--- src/rtl/txq_pkg.sv ---
package txq_pkg;
  parameter int unsigned ID_W          = 11;
  parameter int unsigned DLC_W         = 4;
  parameter int unsigned PAYLOAD_BYTES = 8;
  localparam int unsigned DATA_W       = PAYLOAD_BYTES * 8;

  typedef struct packed {
    logic [ID_W-1:0]   id;
    logic [DLC_W-1:0]  dlc;
    logic [DATA_W-1:0] data;
  } frame_t;
endpackage

--- src/rtl/tx_prio_rank.sv ---
module tx_prio_rank import txq_pkg::*; #(
  parameter int unsigned N  = 8,
  localparam int unsigned CW = $clog2(N + 1)
) (
  input  frame_t          ent_i [N],
  input  logic [CW-1:0]   cnt_i,
  input  logic [ID_W-1:0] key_i,
  output logic [CW-1:0]   pos_o
);
  // slot index = number of valid entries with id <= key (ties go behind)
  always_comb begin
    pos_o = '0;
    for (int i = 0; i < N; i++) begin
      if ((CW'(i) < cnt_i) && (ent_i[i].id <= key_i)) pos_o = pos_o + CW'(1);
    end
  end
endmodule

--- src/rtl/tx_prio_store.sv ---
module tx_prio_store import txq_pkg::*; #(
  parameter int unsigned N  = 8,
  localparam int unsigned CW = $clog2(N + 1)
) (
  input  logic          clk_i,
  input  logic          rst_ni,
  input  logic          pop_i,
  input  logic          ins_i,
  input  logic [CW-1:0] ins_pos_i,
  input  frame_t        ins_frame_i,
  output frame_t        head_o,
  output logic [CW-1:0] cnt_o,
  output frame_t        ent_pop_o [N],
  output logic [CW-1:0] cnt_pop_o
);
  frame_t        ent_q [N];
  frame_t        ent_d [N];
  logic [CW-1:0] cnt_q;

  always_comb begin
    for (int i = 0; i < N; i++) begin
      if (pop_i && (i < N - 1)) ent_pop_o[i] = ent_q[(i < N - 1) ? i + 1 : i];
      else                      ent_pop_o[i] = ent_q[i];
    end
    cnt_pop_o = cnt_q - CW'(pop_i);
  end

  always_comb begin
    for (int i = 0; i < N; i++) begin
      if (!ins_i || (CW'(i) < ins_pos_i)) ent_d[i] = ent_pop_o[i];
      else if (CW'(i) == ins_pos_i)       ent_d[i] = ins_frame_i;
      else                                ent_d[i] = ent_pop_o[(i == 0) ? 0 : i - 1];
    end
  end

  always_ff @(posedge clk_i or negedge rst_ni) begin
    if (!rst_ni) begin
      for (int i = 0; i < N; i++) ent_q[i] <= '0;
      cnt_q <= '0;
    end else begin
      for (int i = 0; i < N; i++) ent_q[i] <= ent_d[i];
      cnt_q <= cnt_pop_o + CW'(ins_i);
    end
  end

  assign head_o = ent_q[0];
  assign cnt_o  = cnt_q;

  assert_no_overflow_R7: assert property (@(posedge clk_i) disable iff (!rst_ni)
    ins_i |-> (cnt_pop_o < CW'(N)));

  assert_count_step_R7: assert property (@(posedge clk_i) disable iff (!rst_ni)
    (cnt_q == CW'(N)) |=> (cnt_q >= CW'(N - 1)));

  for (genvar g = 0; g < N - 1; g++) begin : g_order
    assert_sorted_R1: assert property (@(posedge clk_i) disable iff (!rst_ni)
      (CW'(g + 1) < cnt_q) |-> (ent_q[g].id <= ent_q[g+1].id));
  end
endmodule

--- src/rtl/tx_prio_queue.sv ---
module tx_prio_queue import txq_pkg::*; #(
  parameter int unsigned N  = 8,
  localparam int unsigned CW = $clog2(N + 1)
) (
  input  logic              clk_i,
  input  logic              rst_ni,
  input  logic              we_i,
  input  logic [ID_W-1:0]   req_id_i,
  input  logic [DLC_W-1:0]  req_dlc_i,
  input  logic [DATA_W-1:0] req_data_i,
  input  logic              re_i,
  output logic              start_tx_o,
  output logic [ID_W-1:0]   tx_id_o,
  output logic [DLC_W-1:0]  tx_dlc_o,
  output logic [DATA_W-1:0] tx_data_o,
  output logic              full_o,
  output logic              empty_o
);
  frame_t        act_q, act_rd, act_d, req, ins_frame, head;
  logic          act_v_q, act_v_rd, act_v_d;
  logic          pop, ins, wr_ok;
  logic [CW-1:0] cnt, cnt_pop, ins_pos;
  frame_t        ent_pop [N];

  assign req = '{id: req_id_i, dlc: req_dlc_i, data: req_data_i};

  // read resolves first, write sees the post-read state
  always_comb begin
    pop       = re_i && (cnt != '0);
    act_rd    = pop ? head : act_q;
    act_v_rd  = re_i ? (cnt != '0) : act_v_q;
    wr_ok     = we_i && (cnt_pop < CW'(N));
    ins       = 1'b0;
    ins_frame = req;
    act_d     = act_rd;
    act_v_d   = act_v_rd;
    if (wr_ok) begin
      if (!act_v_rd) begin
        act_d   = req;
        act_v_d = 1'b1;
      end else if (req.id < act_rd.id) begin
        ins       = 1'b1;
        ins_frame = act_rd;
        act_d     = req;
      end else begin
        ins = 1'b1;
      end
    end
  end

  tx_prio_store #(.N(N)) u_store (
    .clk_i       (clk_i),
    .rst_ni      (rst_ni),
    .pop_i       (pop),
    .ins_i       (ins),
    .ins_pos_i   (ins_pos),
    .ins_frame_i (ins_frame),
    .head_o      (head),
    .cnt_o       (cnt),
    .ent_pop_o   (ent_pop),
    .cnt_pop_o   (cnt_pop)
  );

  tx_prio_rank #(.N(N)) u_rank (
    .ent_i (ent_pop),
    .cnt_i (cnt_pop),
    .key_i (ins_frame.id),
    .pos_o (ins_pos)
  );

  always_ff @(posedge clk_i or negedge rst_ni) begin
    if (!rst_ni) begin
      act_q   <= '0;
      act_v_q <= 1'b0;
    end else begin
      act_q   <= act_d;
      act_v_q <= act_v_d;
    end
  end

  assign start_tx_o = act_v_q;
  assign tx_id_o    = act_q.id;
  assign tx_dlc_o   = act_q.dlc;
  assign tx_data_o  = act_q.data;
  assign full_o     = (cnt == CW'(N));
  assign empty_o    = !act_v_q && (cnt == '0);

  assert_preempt_R4: assert property (@(posedge clk_i) disable iff (!rst_ni)
    (we_i && !re_i && start_tx_o && !full_o && (req_id_i < tx_id_o))
      |=> (start_tx_o && (tx_id_o == $past(req_id_i))));

  assert_full_reject_R7: assert property (@(posedge clk_i) disable iff (!rst_ni)
    (we_i && !re_i && full_o) |=> (full_o && $stable(tx_id_o) && $stable(tx_dlc_o)));

  assert_promote_R5: assert property (@(posedge clk_i) disable iff (!rst_ni)
    (re_i && !we_i && (cnt != '0)) |=> (start_tx_o && (tx_id_o == $past(head.id))));

  assert_drain_R6: assert property (@(posedge clk_i) disable iff (!rst_ni)
    (re_i && !we_i && (cnt == '0)) |=> !start_tx_o);

  assert_head_order_R1: assert property (@(posedge clk_i) disable iff (!rst_ni)
    (start_tx_o && (cnt != '0)) |-> (tx_id_o <= head.id));
endmodule

--- config.mk ---
export PLATFORM = sky130hd
export DESIGN_NAME = tx_prio_queue
export DESIGN_NICKNAME = d
export VERILOG_FILES = /design/src/rtl/txq_pkg.sv /design/src/rtl/tx_prio_rank.sv /design/src/rtl/tx_prio_store.sv /design/src/rtl/tx_prio_queue.sv
export SDC_FILE = /design/constraint.sdc
export NUM_CORES = 2
export LEC_CHECK = 0
export BUFFER_PORTS_ARGS = -buffer_cell sky130_fd_sc_hd__buf_2
export CELL_PAD_IN_SITES_DETAIL_PLACEMENT = 1
export CELL_PAD_IN_SITES_GLOBAL_PLACEMENT = 1
export CORE_MARGIN = 2
export CORE_UTILIZATION = 53
export CTS_CLUSTER_DIAMETER = 60
export DETAILED_ROUTE_END_ITERATION = 7
export HOLD_SLACK_MARGIN = 0.05
export PLACE_DENSITY_LB_ADDON = 0.1
export SLEW_MARGIN = 10
export SYNTH_ARGS = -nofsm -noshare
export SYNTH_HDL_FRONTEND = slang
export SYNTH_SLANG_ARGS = --single-unit
export TNS_END_PERCENT = 1
--- constraint.sdc ---
create_clock -name clk_i -period 19.1 [get_ports clk_i]
set_clock_uncertainty 0.2 [all_clocks]
set_input_delay 1.91 -clock clk_i [delete_from_list [all_inputs] [get_ports clk_i]]
set_output_delay 1.91 -clock clk_i [all_outputs]
set_load 0.01 [all_outputs]
==> run metrics <==
status finished, final reports clean; Die Ht between 200 and 300 um; met3 Use GR roughly 5.5%; CTS tree built; warnings from Yosys 0; WL per Instance 28.0 um; CTS buffer count 89; Via Count ~42000; period utilisation layout approximately 82%; grt met2 use around three fifths; GR peak layer met2; Gate Count Post-Synth around 4900; antenna violations before repair 2; met1 Resource Use GR 53.1%; Period minus WS final approximately 16 ns; GPL Wtd Cong between 0.9 and 1; MaxCap Viol Count 0; drt pass-1 iters 6; Worst EP arrival 16.03 ns; Synthesized Nets ~5100; Area contributors post-synth dfrtp_1 (41%), mux2i_1 (10%), nand2_1 (9.1%); setup bufs post-CTS 0; post-synthesis cell type count just under 90; syn_area_per_cell ~9 um2; area delta synth->final 9.59%; slowest stage delay, CP approximately 0.90 ns; Setup TNS Final 0 ns; Die W approximately 300 um; die area 0.0849 mm2; min-delay worst type reg -> reg; Max transition margin roughly 16%; Core ar. roughly 0.082 mm2; Post-route DRC 0; critical path endpoint category flop; Fin. Hold Viols 0; slowest CP cell and3_4; number of global-route vias before repair approximately 43000; CP most frequent cell ha_1; post-synth top area share between 40% and 50%; mapped cell area around 0.044 mm2; Final HPWL DP approximately 95000 um; hold buffers post-CTS 0; CTS Buffer Depth 3; gr ovfl total 0; DRT antenna net count 0; WL final 166000 um; area leader, netlist dfrtp_1; port buffer count 164; io pins about 170; number of H-tree levels 3; gr usage total roughly two fifths; starting density of the core ~53%; FF-to-FF setup slack roughly 4 ns; dominant synthesized flop cell dfrtp_1; CTS root buf clkbuf_16; Post-CTS Resized 0; first-pass GRT wire length about 260000 um; Worst Path Max Fanout approximately 120; std cell rows between 100 and 150; Worst EP required between 15 and 20 ns; Pins Over Slew Limit 0; critical path class in -> reg; register area share after synthesis about two fifths; layout cells sized above 1 between 10% and 20%; Clock transition at path regs roughly 0.060 ns; final setup vio count 0; Clock Sinks about 720; RSZ-0062 raised after global routing no; Layout Nets just under 5000; asr flop ratio synth 100%; worst slew pin tran between 1 and 1.5 ns; post-DR vias/cell 7.05; FF+latch count, synth 716; worst-skew pair later-pin latency between 0.6 and 0.7 ns; largest net degree at the start of global routing 181; crit start category primary input; Detailed Route Iter0 Violations about 4500; number of synthesized flops with an enable pin 0; Fmax roughly 0.064 GHz
## cells in the final DEF (no fill, tap or decap), types with 9 or more instances in the layout
cell type | netlist | routed
and3_1 | 77 | 75
inv_1 | 50 | 50
maj3_1 | 11 | 11
buf_2 | 86 | 163
clkbuf_1 | 364 | 20
buf_4 | 4 | 64
nor3_1 | 110 | 107
ha_1 | 82 | 82
a311oi_1 | 151 | 151
buf_12 | 0 | 14
dfrtp_1 | 716 | 716
o311a_1 | 70 | 70
o21a_1 | 13 | 12
xnor2_1 | 16 | 15
o31ai_1 | 88 | 88
mux2i_1 | 451 | 451
a221oi_1 | 63 | 63
o2bb2ai_1 | 69 | 69
clkbuf_16 | 0 | 92
clkbuf_8 | 0 | 21
o221a_2 | 70 | 70
xor2_1 | 9 | 9
nor4_1 | 151 | 151
nand2_1 | 1062 | 1059
nor2_1 | 297 | 293
a221oi_2 | 20 | 20
a211oi_1 | 89 | 89
o21ai_0 | 71 | 71
clkinv_2 | 0 | 14
o211ai_1 | 80 | 80
nand4_1 | 20 | 20
a31oi_1 | 24 | 24
nand3_1 | 31 | 28
and2_1 | 9 | 9
a21oi_1 | 284 | 283
a21o_1 | 79 | 79
nor2b_1 | 11 | 11
o22ai_1 | 78 | 78
## cell families (layout without fill, tap and decap cells)
family          after synthesis  count (layout)  share of synthesized area, %
buf+inv                     534             458                          4.88
compound gates             1315            1315                          22.7
mux                         456             456                          10.5
other cells                   0               2                             0
simple gates               1805            1805                          17.7
flops                       716             716                          40.9
xor+xnor                     30              30                         0.717
fa+ha+maj                    93              93                          2.59
## synth_stat cells (16+ instances only)
master and instances:
a221oi_2 20, o221a_2 70, a21oi_1 284, clkbuf_1 364, o21ai_0 71, nor4_1 151, a221oi_1 63, dfrtp_1 716
o211ai_1 80, xnor2_1 16, o2bb2ai_1 69, a211oi_1 89, nand4_1 20, o22ai_1 78, o311a_1 70, nand2_1 1062
ha_1 82, nand3_1 31, nor2_1 297, nor3_1 110, a21o_1 79, o31ai_1 88, a31oi_1 24, a311oi_1 151
buf_2 86, buf_1 23, inv_1 50, mux2i_1 451, and3_1 77
## sequential cells by signal (all words and copies together) (netlist names)
register           cells
u_store.ent_q        474
u_store.ent_pop_o     79
u_store.head_o        79
tx_data_o             64
tx_id_o               11
tx_dlc_o               4
u_store.cnt_o          4
start_tx_o             1
## metrics by stage
step / std cells / setup WS, ns / util [%] / hold WS, ns / area, um2
finish: 5945 / 3.42 / 58.5 / 0.352 / 48000
global route: 5943 / 2.71 / 58.5 / 0.374 / 48000
CTS: 5943 / 3.52 / 58.5 / 0.359 / 48000
detailed placement: 5783 / 2.90 / 54.9 / 0.337 / 45000
global placement: 5783 / 3.30 / 54.9 / 0.323 / 45000
floorplan: 4949 / 4.52 / - / 0.278 / 43800
## layout make-up
| type | instances | area, um2 |
|---|---|---|
| inverter | 56 | 226 |
| clock inverter | 27 | 295 |
| tap | 1070 | 1340 |
| sequential | 716 | 17900 |
| antenna | 2 | 5.00 |
| fill | 9370 | 34000 |
| clock buffer | 133 | 2670 |
| timing repair buffer | 242 | 1590 |
| multi-input combinational | 3699 | 23900 |
## path summary, 6_finish.rpt
path	startpoint	to	cells past startpoint
max in group asynchronous	rst_ni	u_store.ent_q[206]$_DFF_PN0_	3
min in group asynchronous	rst_ni	u_store.cnt_o[3]$_DFF_PN0_	1
max reg2reg	u_store.cnt_o[1]$_DFF_PN0_	u_store.ent_q[438]$_DFF_PN0_	51
min	u_store.ent_pop_o[70]$_DFFE_PN0N_	u_store.ent_pop_o[70]$_DFFE_PN0N_	2
max	re_i	u_store.ent_q[438]$_DFF_PN0_	52
min reg2reg	u_store.ent_pop_o[70]$_DFFE_PN0N_	u_store.ent_pop_o[70]$_DFFE_PN0N_	2
## layer usage
layer  up-vias  routed length, um
met1     21514              70400
met2      1935              77300
met5         -                 27
met4         4               6090
li1      18063                  -
met3       395              12600
## critical path: cells and delay by family
family	cells	cell delay [ns]
adders and majority gates	13	4.14
muxes	1	0.42
and+or+nand+nor	11	2.68
AOI/OAI and AO/OA	17	3.29
buffers and inverters	10	3.45
Power is left out: the tool's default activity adds up to more than one toggle a clock period on the data nets, which glitch-free logic cannot reach.
